## src/rtl/vbus_pkg.sv

```systemverilog
package vbus_pkg;
  typedef enum logic [1:0] {
    FK_IDLE = 2'b00,
    FK_NAME = 2'b01,
    FK_ATTR = 2'b10,
    FK_PAT  = 2'b11
  } fetch_e;

  localparam int unsigned FINE_LSB = 12;
endpackage

```

## src/rtl/vbus_tload.sv

```systemverilog
module vbus_tload #(
  parameter int unsigned VW = 15,
  parameter int unsigned DW = 8
) (
  input  logic          clk,
  input  logic          rst_n,
  input  logic          addr_wr,
  input  logic          stat_rd,
  input  logic [DW-1:0] wr_data,
  output logic [VW-1:0] t_q,
  output logic          toggle_q,
  output logic          load_v,
  output logic [VW-1:0] load_val
);
  localparam int unsigned HI_W = VW - DW;

  logic [VW-1:0] t_d;
  logic          tog_d;
  logic          t_en;
  logic          tog_en;

  always_comb begin
    t_d   = t_q;
    tog_d = toggle_q;
    if (addr_wr) begin
      if (!toggle_q) begin
        t_d[VW-1]      = 1'b0;
        t_d[VW-2:DW]   = wr_data[HI_W-2:0];
      end else begin
        t_d[DW-1:0]    = wr_data;
      end
      tog_d = ~toggle_q;
    end
    if (stat_rd) tog_d = 1'b0;
  end

  assign t_en     = addr_wr;
  assign tog_en   = addr_wr | stat_rd;
  assign load_v   = addr_wr & toggle_q;
  assign load_val = {t_q[VW-1:DW], wr_data};

  always_ff @(posedge clk or negedge rst_n) begin
    if (!rst_n) begin
      t_q      <= '0;
      toggle_q <= 1'b0;
    end else begin
      if (t_en)   t_q      <= t_d;
      if (tog_en) toggle_q <= tog_d;
    end
  end
endmodule

```

## src/rtl/vbus_vreg.sv

```systemverilog
module vbus_vreg #(
  parameter int unsigned VW       = 15,
  parameter int unsigned ROW_STEP = 32
) (
  input  logic          clk,
  input  logic          rst_n,
  input  logic          load_v,
  input  logic [VW-1:0] load_val,
  input  logic          data_acc,
  input  logic          inc_row,
  output logic [VW-1:0] v_q
);
  localparam logic [VW-1:0] STEP_ROW = VW'(ROW_STEP);
  localparam logic [VW-1:0] STEP_COL = VW'(1);

  logic [VW-1:0] v_d;
  logic          v_en;

  always_comb begin
    if (load_v) v_d = load_val;
    else        v_d = v_q + (inc_row ? STEP_ROW : STEP_COL);
  end

  assign v_en = load_v | data_acc;

  always_ff @(posedge clk or negedge rst_n) begin
    if (!rst_n)    v_q <= '0;
    else if (v_en) v_q <= v_d;
  end
endmodule

```

## src/rtl/vbus_fetch_mux.sv

```systemverilog
module vbus_fetch_mux
  import vbus_pkg::*;
#(
  parameter int unsigned VW = 15,
  parameter int unsigned AW = 14
) (
  input  logic [VW-1:0] v,
  input  logic          render_en,
  input  logic [1:0]    fetch_kind,
  input  logic          pat_base,
  input  logic [7:0]    pat_tile,
  input  logic          pat_plane,
  output logic [AW-1:0] mem_addr
);
  fetch_e kind;
  logic [AW-1:0] nt_addr;
  logic [AW-1:0] at_addr;
  logic [AW-1:0] pt_addr;

  assign kind    = fetch_e'(fetch_kind);
  assign nt_addr = {2'b10, v[11:0]};
  assign at_addr = {2'b10, v[11:10], 4'b1111, v[9:7], v[4:2]};
  assign pt_addr = {1'b0, pat_base, pat_tile, pat_plane, v[VW-1:FINE_LSB]};

  always_comb begin
    mem_addr = v[AW-1:0];
    if (render_en) begin
      unique case (kind)
        FK_NAME: mem_addr = nt_addr;
        FK_ATTR: mem_addr = at_addr;
        FK_PAT:  mem_addr = pt_addr;
        default: mem_addr = v[AW-1:0];
      endcase
    end
  end
endmodule

```

## src/rtl/vbus_addr_gen.sv

```systemverilog
module vbus_addr_gen #(
  parameter int unsigned VW       = 15,
  parameter int unsigned AW       = 14,
  parameter int unsigned DW       = 8,
  parameter int unsigned ROW_STEP = 32
) (
  input  logic          clk,
  input  logic          rst_n,
  input  logic          addr_wr,
  input  logic          data_acc,
  input  logic          stat_rd,
  input  logic [DW-1:0] wr_data,
  input  logic          inc_row,
  input  logic          render_en,
  input  logic [1:0]    fetch_kind,
  input  logic          pat_base,
  input  logic [7:0]    pat_tile,
  input  logic          pat_plane,
  output logic [AW-1:0] mem_addr
);
  logic [1:0]    rst_pipe;
  logic          rst_sync_n;
  logic [VW-1:0] t_cur;
  logic [VW-1:0] v_cur;
  logic [VW-1:0] load_val;
  logic          toggle;
  logic          load_v;

  always_ff @(posedge clk or negedge rst_n) begin
    if (!rst_n) rst_pipe <= 2'b00;
    else        rst_pipe <= {rst_pipe[0], 1'b1};
  end
  assign rst_sync_n = rst_pipe[1];

  vbus_tload #(.VW(VW), .DW(DW)) u_tload (
    .clk      (clk),
    .rst_n    (rst_sync_n),
    .addr_wr  (addr_wr),
    .stat_rd  (stat_rd),
    .wr_data  (wr_data),
    .t_q      (t_cur),
    .toggle_q (toggle),
    .load_v   (load_v),
    .load_val (load_val)
  );

  vbus_vreg #(.VW(VW), .ROW_STEP(ROW_STEP)) u_vreg (
    .clk      (clk),
    .rst_n    (rst_sync_n),
    .load_v   (load_v),
    .load_val (load_val),
    .data_acc (data_acc),
    .inc_row  (inc_row),
    .v_q      (v_cur)
  );

  vbus_fetch_mux #(.VW(VW), .AW(AW)) u_mux (
    .v          (v_cur),
    .render_en  (render_en),
    .fetch_kind (fetch_kind),
    .pat_base   (pat_base),
    .pat_tile   (pat_tile),
    .pat_plane  (pat_plane),
    .mem_addr   (mem_addr)
  );
endmodule

```

## config.mk

```make
export PLATFORM = sky130hd
export DESIGN_NAME = vbus_addr_gen
export DESIGN_NICKNAME = d
export VERILOG_FILES = /design/src/rtl/vbus_pkg.sv /design/src/rtl/vbus_tload.sv /design/src/rtl/vbus_vreg.sv /design/src/rtl/vbus_fetch_mux.sv /design/src/rtl/vbus_addr_gen.sv
export SDC_FILE = /design/constraint.sdc
export NUM_CORES = 1
export LEC_CHECK = 0
export BUFFER_PORTS_ARGS = -buffer_cell sky130_fd_sc_hd__buf_2
export CAP_MARGIN = 30
export CORE_ASPECT_RATIO = 1.5
export CORE_MARGIN = 8
export CORE_UTILIZATION = 31
export DETAILED_ROUTE_END_ITERATION = 12
export GPL_TIMING_DRIVEN = 0
export PLACE_DENSITY = 0.62
export SLEW_MARGIN = 20
export SYNTH_ARGS = -nofsm -noshare
export SYNTH_HDL_FRONTEND = slang
export SYNTH_SLANG_ARGS = --single-unit
```

## constraint.sdc

```tcl
create_clock -name clk -period 5.95 [get_ports clk]
set_clock_uncertainty 0.05 [all_clocks]
set_input_delay 1.19 -clock clk [delete_from_list [all_inputs] [get_ports clk]]
set_output_delay 1.19 -clock clk [all_outputs]
set_load 0.005 [all_outputs]
```

==> metrics, run 1 <==
outcome finished, final reports clean; Antenna Violating Nets Remaining 0; final instance area 0.00181 mm^2; Iter 0 DRT Violations 37; I/O Buffers 39; first-pass GRT wire length between 6000 and 7000 um; RSZ-0062 raised after global routing no; worst reg2reg setup slack 4.02 ns; clk sinks 24; power per cell area 318 mW/mm^2; register bit count reported by yosys 24; Critical Path Sink Type output port; Pre-antenna DRT Iters 4; CTS resizes 0; max_slew headroom 65.6%; Final Hold Fails 0; commonest non-fill, non-tap cells in the layout 39 x buf_2, 24 x nand2_1, 24 x dfrtp_1; DRC viols 0; Die X 72.4 um; highest-delay cell along the critical path clkbuf_1; clk_lat worst skew between 0.2 and 0.3 ns; CTS Buf Count 3; Compound-Gate Fraction of Synth Area 19.0%; Synth cell types 34; syn avg cell area 9.25 um^2; antenna violations before repair 0; most common cell after layout, fill and taps aside buf_2; Mapped Cells 160; slew of the pin with the lowest slew margin 0.516 ns; Total Power between 0.5 and 0.6 mW; all-layer global routing usage 11.2%; worst r2r dst u_vreg.v_q[12]; Antenna Diode Count 0; required time worst endpoint around 4.7 ns; Register-to-Register Path Depth 5; YS warnings 0; via count 1348; setup TNS 0 ns; Final setup violation count 0; Final Critical Period 4.07 ns; Starting Density 31.3%; postcts setup bufs 0; I/O pins 41; synth-to-layout area growth 22.6%; total grt overflow 0; Die Area 0.00729 mm^2; Placement Cell Area 0.00176 mm^2; Worst Path Arrival 2.83 ns; Hold WS just over 0.1 ns; Max stage delay on crit path 0.37 ns; H-tree depth 1; adder-cell share of the synthesized area 5.92%; Core Util, Final about two fifths; crit start category input pin; Leak 0.835 nW; Nets 239; Critical Path Start fetch_kind[0]; CTS clk-pin slew, worst paths 0.08 ns; Achievable Freq 246 MHz; GP Congestion 0.826; largest net degree at the start of global routing 23; Final Max Tran Viols 0; Final Cycle Share 68.4%; Post-Synth Simple-Gate Area 20.8%; clock root buffer clkbuf_8; DR vias/cell 5.01; Die H between 100 and 150 um; hpwl dp 3070 um; TritonCTS clock tree yes; via count of the first global-routing pass approximately 1400; CP Cell Sequence buf_2, inv_1, ha_1, nor2b_1, and2_1, clkbuf_1, a22oi_1, nand2_1, buf_2; Synth Cell Area 0.00148 mm^2; core area 0.00473 mm^2; Post-CTS Hold Buffers 0; Crit Path Max Fanout 10; part of the Yosys area used for sequential elements 40.6%; Max Buffers Root-to-Sink 2; Max VDD drop 114 uV; Net Count, Synth 194; largest family of logic cells by synthesized area simple AND/OR/NAND/NOR gates; filler instances between 500 and 600; share of layout cells above drive strength 1 28.6%; Max Cap Viol 0; reg-to-reg startpoint u_vreg.v_q[5]; Synth Area in XOR/XNOR 2.96%; Avg WL per Cell 14.5 um; Row Count 31; worst setup path class input pin to output port; Worst Hold Class register to async pin; post-synthesis mux area share 5.92%; CP most frequent cell buf_2; WL final 3900 um
==> report_power, final <==
group	switching [mW]	internal [mW]	leakage (nW)
clock	0.0502	0.0453	0.0216
sequential	0.0708	0.212	0.282
combinational	0.0972	0.102	0.530
total	0.218	0.359	0.835
==> registers in the layout, indices dropped and copies added, names as in the netlist <==
signal / flops
u_vreg.v_q: 15
rst_pipe: 2
u_tload.toggle_q: 1
u_tload.t_q: 6
==> synth_stat cells, drive strengths merged <==
master	instances	area (um^2)
mux2i	2	20.0
conb	1	3.75
mux2	6	67.6
xnor2	1	8.76
nand2	24	90.1
and4	1	10.0
o21ai	14	70.1
ha	7	87.6
xor2	4	35.0
or4	3	26.3
and2	3	20.0
a221o	4	40.0
and3	3	18.8
a31oi	9	71.3
buf	2	22.5
a22oi	6	45.0
dfrtp	24	601
nand2b	1	6.26
or3	7	45.1
or2	1	6.26
nor2b	2	12.5
clkbuf	5	18.8
nor2	9	33.8
o31ai	3	22.5
inv	7	26.3
nand4	2	18.8
nand3	4	20.0
a22o	2	17.5
a21oi	3	15.0
==> area by class of cell <==
| class | instances | area (um^2) | share of cell area (%) |
|---|---|---|---|
| Tap cell | 66 | 82.6 | 4.55 |
| Inverter | 7 | 26.3 | 1.45 |
| Sequential cell | 24 | 601 | 33.1 |
| Timing Repair Buffer | 40 | 210 | 11.6 |
| Clock buffer | 3 | 41.3 | 2.28 |
| Multi-Input combinational cell | 122 | 812 | 44.8 |
| Buffer | 7 | 41.3 | 2.28 |
==> per-layer routing <==
layer / track usage (%) / wire (um) / part of all wire [%]
met1: 12.2 / 1620 / 41
met5: 0 / 0 / 0
met3: 2.59 / 282 / 7.2
met4: 5.11 / 65 / 1.7
met2: 20.0 / 1930 / 50
==> worst max-delay path: cells and delay by family <==
family                   cells  cell delay (ns)
AND/OR/NAND/NOR              3             0.64
adder cells (fa/ha/maj)      1             0.19
AO/OA/AOI/OAI                1             0.17
buffers and inverters        4             0.65
==> logic make-up after synthesis <==
logic type / count (synthesis)
buffers and inverters: 14
xor gates and xnor gates: 5
other: 1
adders and majority gates: 7
muxes: 8
AOI/OAI and AO/OA: 41
and+or+nand+nor: 60
DFF: 24
==> metrics by stage <==
stage / setup WS (ns) / instances
floorplan: 2.36 / 160
global placement: 1.88 / 265
detailed placement: 1.85 / 265
CTS: 1.84 / 268
global route: 1.68 / 269
finish: 1.88 / 269
==> worst max-delay path by stage <==
stage,cells after the start,endpoint
2_1_floorplan,7,mem_addr[0]
3_3_place_gp,9,mem_addr[1]
3_5_place_dp,9,mem_addr[1]
4_1_cts,9,mem_addr[1]
5_1_grt,9,mem_addr[0]
6_report,9,mem_addr[1]
No activity file was read; power rests on OpenSTA's default activity.
==> run 2: changes to the inputs <==
--- a/config.mk
+++ b/config.mk
@@ -5,6 +5,7 @@
 export SDC_FILE = /design/constraint.sdc
 export NUM_CORES = 1
 export LEC_CHECK = 0
+export ABC_AREA = 1
 export BUFFER_PORTS_ARGS = -buffer_cell sky130_fd_sc_hd__buf_2
 export CAP_MARGIN = 30
 export CORE_ASPECT_RATIO = 1.5
@@ -12,7 +13,7 @@
 export CORE_UTILIZATION = 31
 export DETAILED_ROUTE_END_ITERATION = 12
 export GPL_TIMING_DRIVEN = 0
-export PLACE_DENSITY = 0.62
+export PLACE_DENSITY = 0.61
 export SLEW_MARGIN = 20
 export SYNTH_ARGS = -nofsm -noshare
 export SYNTH_HDL_FRONTEND = slang
==> constraint.sdc (replaced) <==
create_clock -name clk -period 4.1 [get_ports clk]
set_clock_uncertainty 0.05 [all_clocks]
set_input_delay 0.82 -clock clk [delete_from_list [all_inputs] [get_ports clk]]
set_output_delay 0.82 -clock clk [all_outputs]
set_load 0.005 [all_outputs]
==> run 2 against run 1 <==
- cell count up 28%
- clock power up 120%
- worst setup slack worse by 0.77 ns
- total power up 39%
- synthesized cell count up 45%
- first-iteration DRC count up 120%
- die area up 9.2%
- final area up 11%
- synthesized area up 11%
==> metrics, run 2 <==
worst r2r dst u_vreg.v_q[12]; I/O Buffers 40 (+2.6%); commonest non-fill, non-tap cells in the layout 64 x nand2_1, 42 x buf_2, 35 x inv_1; clock root buffer clkbuf_8; end of the critical path mem_addr[11]; Die H 105 um (+4.7%); CTS resizes 0 (unchanged); Hold WS 0.0550 ns (-0.0481 ns); number of synthesized flops with an enable pin 0 (unchanged); Iter 0 DRT Violations 82 (+120%); syn avg cell area 7.11 um^2 (-23%); cell taking the most area after synthesis dfrtp_1; Achievable Freq 335 MHz; antenna violations before repair 0 (unchanged); Worst Hold Class register to async pin; Die X 75.6 um (+4.3%); Row Count 32 (+3.2%); largest net degree at the start of global routing 23 (unchanged); max FFs per register 15 (unchanged); CP Cell Sequence buf_2, inv_1, ha_1, nor2_4, inv_2, nor2_4, inv_2, nor2_1, o21ai_0, buf_2; register bit count reported by yosys 24 (unchanged); Max Cap Viol 0 (unchanged); filler instances 560 (+10%); clk_lat worst skew 0.27 ns (about the same); Max VDD drop 139 uV (+22%); most common cell after layout, fill and taps aside nand2_1; Synth Area in XOR/XNOR 1.06% (-1.9 points); fin worst setup slack 1.12 ns (-0.766 ns); worst reg2reg setup slack 2.43 ns (-1.59 ns); share of layout cells above drive strength 1 20.9% (-7.6 points); multi-input logic area 885 um^2 (+8.9%); highest-delay cell along the critical path ha_1; Layout Cells excl Fill 345 (+28%); crit start category input pin; share of the synthesized area in the top cell type 36.4% (-4.2 points); Final Hold Fails 0 (unchanged); DRC viols 0 (unchanged); post-synthesis mux area share 0.683% (-5.2 points); register area 601 um^2 (unchanged); Pre-antenna DRT Iters 4 (unchanged); Post-Synth Simple-Gate Area 31.8% (+11 points); hpwl dp 3820 um (+25%); Synth cell types 25 (-26%); Register-to-Register Path Depth 9 (+4); Critical Path Start fetch_kind[0]; Compound-Gate Fraction of Synth Area 14.6% (-4.5 points); Leak 1.05 nW (+26%); YS warnings 0 (unchanged); DR vias/cell 4.90 (-2.3%); Crit Path Max Fanout 8 (-2); Placement Cell Area 0.00193 mm^2 (+10%); Starting Density 32.2% (+0.90 points); Post-synth ARST share 100% (unchanged); Net Count, Synth 266 (+37%); first-pass GRT wire length 7420 um (+14%); RSZ-0062 raised after global routing no; required time worst endpoint 3.23 ns (-1.48 ns); Nets 312 (+31%); Worst Path Arrival 2.11 ns (-0.72 ns); TritonCTS clock tree yes; Die Area 0.00796 mm^2 (+9.2%); WL final 4600 um (+18%); Antenna Violating Nets Remaining 0 (unchanged); reg-to-reg startpoint u_vreg.v_q[0]; GP Congestion 0.881 (+6.7%); synth top area cells dfrtp_1 36%, nand2_1 15%, nand3_1 10%; Max stage delay on crit path 0.22 ns (-0.15 ns); adder-cell share of the synthesized area 5.31% (-0.61 points); Final Max Tran Viols 0 (unchanged); Final Cycle Share between 70 and 80%; top cells by count, synth 64 x nand2_1, 35 x inv_1, 34 x nand3_1; core area 0.00512 mm^2 (+8.3%); Synth Cell Area 0.00165 mm^2 (+11%); Final Critical Period a little under 3 ns; Critical Path Sink Type output port; power per cell area 398 mW/mm^2 (+25%); largest family of logic cells by synthesized area simple AND/OR/NAND/NOR gates; Synth Flop Type dfrtp_1; Regs by FF count u_vreg.v_q: 15 flops, u_tload.t_q: 6 flops, rst_pipe: 2 flops; Antenna Diode Count 0 (unchanged); total grt overflow 0 (unchanged); Final setup violation count 0 (unchanged); postcts setup bufs 0 (unchanged); part of the Yosys area used for sequential elements 36.4% (-4.2 points); outcome finished, final reports clean; worst setup path class input pin to output port; dpl ws 1.09 ns (-0.767 ns); final instance area 0.00202 mm^2 (+11%); CTS clk-pin slew, worst paths 0.09 ns (about the same); top-count cell post-synth nand2_1; CTS Buf Count 3 (unchanged); H-tree depth 1 (unchanged); Mapped Cells 232 (+45%); I/O pins 41 (unchanged); clk sinks 24 (unchanged); setup TNS 0 ns (unchanged); Max Buffers Root-to-Sink 2 (unchanged); placed cells 340 (+28%); Post-CTS Hold Buffers 0 (unchanged); Avg WL per Cell 13.3 um (-8.0%); via count of the first global-routing pass 1653 (+17%); via count 1689 (+25%); synth-to-layout area growth 22.5% (about the same); Most flops, register u_vreg.v_q; all-layer global routing usage 11.8% (+0.60 points)
-- run 2: critical path, delay by kind of cell --
family                     cells  cell delay [ns]
and+or+nand+nor                3             0.53
adders and majority gates      1             0.22
AOI/OAI and AO/OA              1             0.10
buffers and inverters          5             0.44
-- run 2: area by class of cell --
| class | instances | area share [%] |
|---|---|---|
| multi-input cells | 166 | 43.8 |
| inverters | 37 | 6.87 |
| clock inverters | 1 | 1.49 |
| flip-flops and latches | 24 | 29.7 |
| well taps | 68 | 4.21 |
| plain buffers | 5 | 1.24 |
| clock buffers | 3 | 2.04 |
| repair buffers | 41 | 10.7 |
-- run 2: power breakdown --
part           internal, mW  total [mW]  switching, mW
Combinational         0.110       0.260          0.150
Clock                 0.130       0.206         0.0757
Sequential            0.283       0.339         0.0553
-- run 2: metrics by stage --
step,util (%),power (mW)
after floorplan,-,0.498
final,39.4,0.805
after detailed placement,37.7,0.604
after global routing,39.4,0.865
after global placement,37.7,0.599
after CTS,39.1,0.814
-- run 2: cell families (layout without fill, tap and decap cells) --
group	count (synthesis)	count (layout)
buffers and inverters	42	87
muxes	1	1
adders and majority gates	7	7
DFF	24	24
and+or+nand+nor	119	119
other	1	1
AOI/OAI and AO/OA	36	36
xor gates and xnor gates	2	2
-- run 2: routing by layer --
metal  track usage (%)  part of all wire (%)  vias up
met5                 0                     0        -
met4              6.63                   3.8        0
met3              2.09                   7.1       10
met2              21.3                    51       57
met1              12.1                    38      778
li1                  -                     -      844
-- run 2: how the worst min path moves through the flow --
stage                            to  slack (ns)  cells after the start
global placement        rst_pipe[1]        0.29                      0
finish               u_tload.t_q[8]        0.06                      0
CTS                     rst_pipe[0]        0.26                      1
global route         u_tload.t_q[8]        0.08                      0
floorplan           u_tload.t_q[10]        0.23                      0
detailed placement      rst_pipe[1]        0.29                      0
==> run 3: changes to the inputs <==
--- a/config.mk
+++ b/config.mk
@@ -5,7 +5,7 @@
 export SDC_FILE = /design/constraint.sdc
 export NUM_CORES = 1
 export LEC_CHECK = 0
-export ABC_AREA = 1
+export ABC_AREA = 0
 export BUFFER_PORTS_ARGS = -buffer_cell sky130_fd_sc_hd__buf_2
 export CAP_MARGIN = 30
 export CORE_ASPECT_RATIO = 1.5
@@ -13,7 +13,7 @@
 export CORE_UTILIZATION = 31
 export DETAILED_ROUTE_END_ITERATION = 12
 export GPL_TIMING_DRIVEN = 0
-export PLACE_DENSITY = 0.61
+export PLACE_DENSITY = 0.64
 export SLEW_MARGIN = 20
 export SYNTH_ARGS = -nofsm -noshare
 export SYNTH_HDL_FRONTEND = slang
==> constraint.sdc (replaced) <==
create_clock -name clk -period 2.6 [get_ports clk]
set_clock_uncertainty 0.05 [all_clocks]
set_input_delay 0.52 -clock clk [delete_from_list [all_inputs] [get_ports clk]]
set_output_delay 0.52 -clock clk [all_outputs]
set_load 0.005 [all_outputs]
==> run 3 against run 2 <==
- core utilization fell by 0.45 points
- worst setup slack lost 0.93 ns
- die area fell by 8.4%
- clock power grew 25%
- critical path type unchanged
- critical endpoint is now mem_addr[1]
==> metrics, run 3 (synthesis results as in run 1) <==
Antenna Violating Nets Remaining 0 (unchanged); Register-to-Register Path Depth 5 (-4); Layout Cells excl Fill 270 (-22%); all-layer global routing usage 11.5% (-0.34 points); clk_lat worst skew 0.27 ns (about the same); Antenna Diode Count 0 (unchanged); DRC viols 0 (unchanged); Worst Path Arrival 1.84 ns (-0.27 ns); TritonCTS clock tree yes; Final Cycle Share 92.8%; Max stage delay on crit path 0.23 ns (about the same); total grt overflow 0 (unchanged); Die X 72.4 um (-4.1%); Achievable Freq 414 MHz; RSZ-0062 raised after global routing no; Pre-antenna DRT Iters 4 (unchanged); core area 0.00473 mm^2 (-7.7%); worst setup path class input pin to output port; Critical Path Sink Type output port; max FFs per register 15 (unchanged); Crit Path Max Fanout 10 (+2); H-tree depth 1 (unchanged); I/O pins 41 (unchanged); Avg WL per Cell 14.7 um (+10%); clk sinks 24 (unchanged); via count of the first global-routing pass 1396 (-16%); outcome finished, final reports clean; CTS Buf Count 3 (unchanged); Row Count 31 (-3.1%); Regs by FF count u_vreg.v_q: 15 flops, u_tload.t_q: 6 flops, rst_pipe: 2 flops; via count 1343 (-20%); Starting Density 31.3% (-0.90 points); CP Cell Sequence buf_2, inv_1, ha_1, nor2b_4, and2_1, clkbuf_2, a22oi_1, nand2_1, buf_2; Max Cap Viol 0 (unchanged); DR vias/cell 4.97 (+1.6%); I/O Buffers 39 (-2.5%); first-pass GRT wire length 6620 um (-11%); most common cell after layout, fill and taps aside buf_2; hpwl dp 3070 um (-20%); crit start category input pin; setup TNS 0 ns (unchanged); synth-to-layout area growth 24.6%; GP Congestion 0.870 (-1.3%); CP most frequent cell buf_2; CTS clk-pin slew, worst paths 0.09 ns (about the same); largest net degree at the start of global routing 23 (unchanged); placed cells 265 (-22%); Max VDD drop 254 uV (+83%); power per cell area 740 mW/mm^2 (+86%); Final setup violation count 0 (unchanged); Nets 239 (-23%); Leak 0.856 nW (-18%); commonest non-fill, non-tap cells in the layout 39 x buf_2, 24 x nand2_1, 24 x dfrtp_1; WL final 3960 um (-14%); share of layout cells above drive strength 1 30.4% (+9.5 points); required time worst endpoint 2.03 ns (-1.20 ns); Max Buffers Root-to-Sink 2 (unchanged); clock root buffer clkbuf_8; antenna violations before repair 0 (unchanged); filler instances 506 (-9.6%); Final Hold Fails 0 (unchanged); Most flops, register u_vreg.v_q; Worst Hold Class register to async pin; Final Max Tran Viols 0 (unchanged); highest-delay cell along the critical path clkbuf_2; Die Area 0.00729 mm^2 (-8.4%); Die H 101 um (-4.5%); Final Critical Period 2.41 ns; Iter 0 DRT Violations 57 (-30%)
==> run 3: changes by cell type in the layout (fill, tap and decap cells not counted), sizes merged, moves of 4 or more <==
cell and change:
nand3 -32, mux2 +5, inv -30, nand2 -42, a22oi +6, nor2 -6, a221o +4, or3 +7
o211ai -7, a31oi +9, o221ai -6
==> run 3: final timing paths <==
kind,start,to,slack [ns]
max,fetch_kind[0],mem_addr[1],0.19
min in group clk,rst_pipe[0],rst_pipe[1],0.31
max in group asynchronous,rst_n,rst_pipe[0],1.91
min,rst_pipe[1],u_vreg.v_q[12],0.04
max reg2reg,u_vreg.v_q[5],u_vreg.v_q[12],0.68
min reg2reg,rst_pipe[1],u_vreg.v_q[12],0.04
==> run 3: repair_timing <==
action	CTS	global route
cloned	0	0
gates resized for setup	2	3
buffers inserted	0	0
hold buffers	1	0
hold endpoints to repair	2	0
setup endpoints to repair	12	10
==> run 3: per-stage QoR <==
| stage | power, mW | util (%) | hold WS [ns] | cell area [um^2] | setup slack (ns) |
|---|---|---|---|---|---|
| 6_report | 1.37 | 39.0 | 0.0393 | 1840 | 0.186 |
| 5_1_grt | 1.49 | 39.0 | 0.0605 | 1840 | 0.0532 |
| 4_1_cts | 1.37 | 38.6 | 0.312 | 1830 | 0.0789 |
| 3_5_place_dp | 1.11 | 37.1 | 0.256 | 1760 | -0.144 |
| 3_3_place_gp | 1.09 | 37.1 | 0.256 | 1760 | -0.120 |
| 2_1_floorplan | 0.908 | - | 0.174 | 1480 | 0.352 |
==> run 3: power by group <==
group	internal [mW]	total, mW	switching, mW	leakage [nW]
Clock	0.135	0.257	0.122	0.0288
Sequential	0.486	0.647	0.162	0.282
Combinational	0.236	0.461	0.225	0.545
==> run 3: area by class of cell <==
| cell class | instances | area [um^2] | share of cell area [%] |
|---|---|---|---|
| Clock buffer | 4 | 55.1 | 2.99 |
| Multi-Input combinational cell | 122 | 820 | 44.4 |
| Buffer | 6 | 40.0 | 2.17 |
| Inverter | 7 | 26.3 | 1.42 |
| Sequential cell | 24 | 601 | 32.6 |
| Tap cell | 66 | 82.6 | 4.48 |
| Timing Repair Buffer | 41 | 220 | 11.9 |
==> run 3: worst max-delay path, delay by kind of cell <==
family	cells	cell delay (ns)
compound gates	1	0.13
buf+inv	4	0.50
fa+ha+maj	1	0.22
simple gates	3	0.47
==> run 3: metal layers <==
layer	wire, um	GRT usage [%]
met4	227	9.13
met3	280	2.29
met1	1680	13.4
met5	0	0
met2	1770	17.7
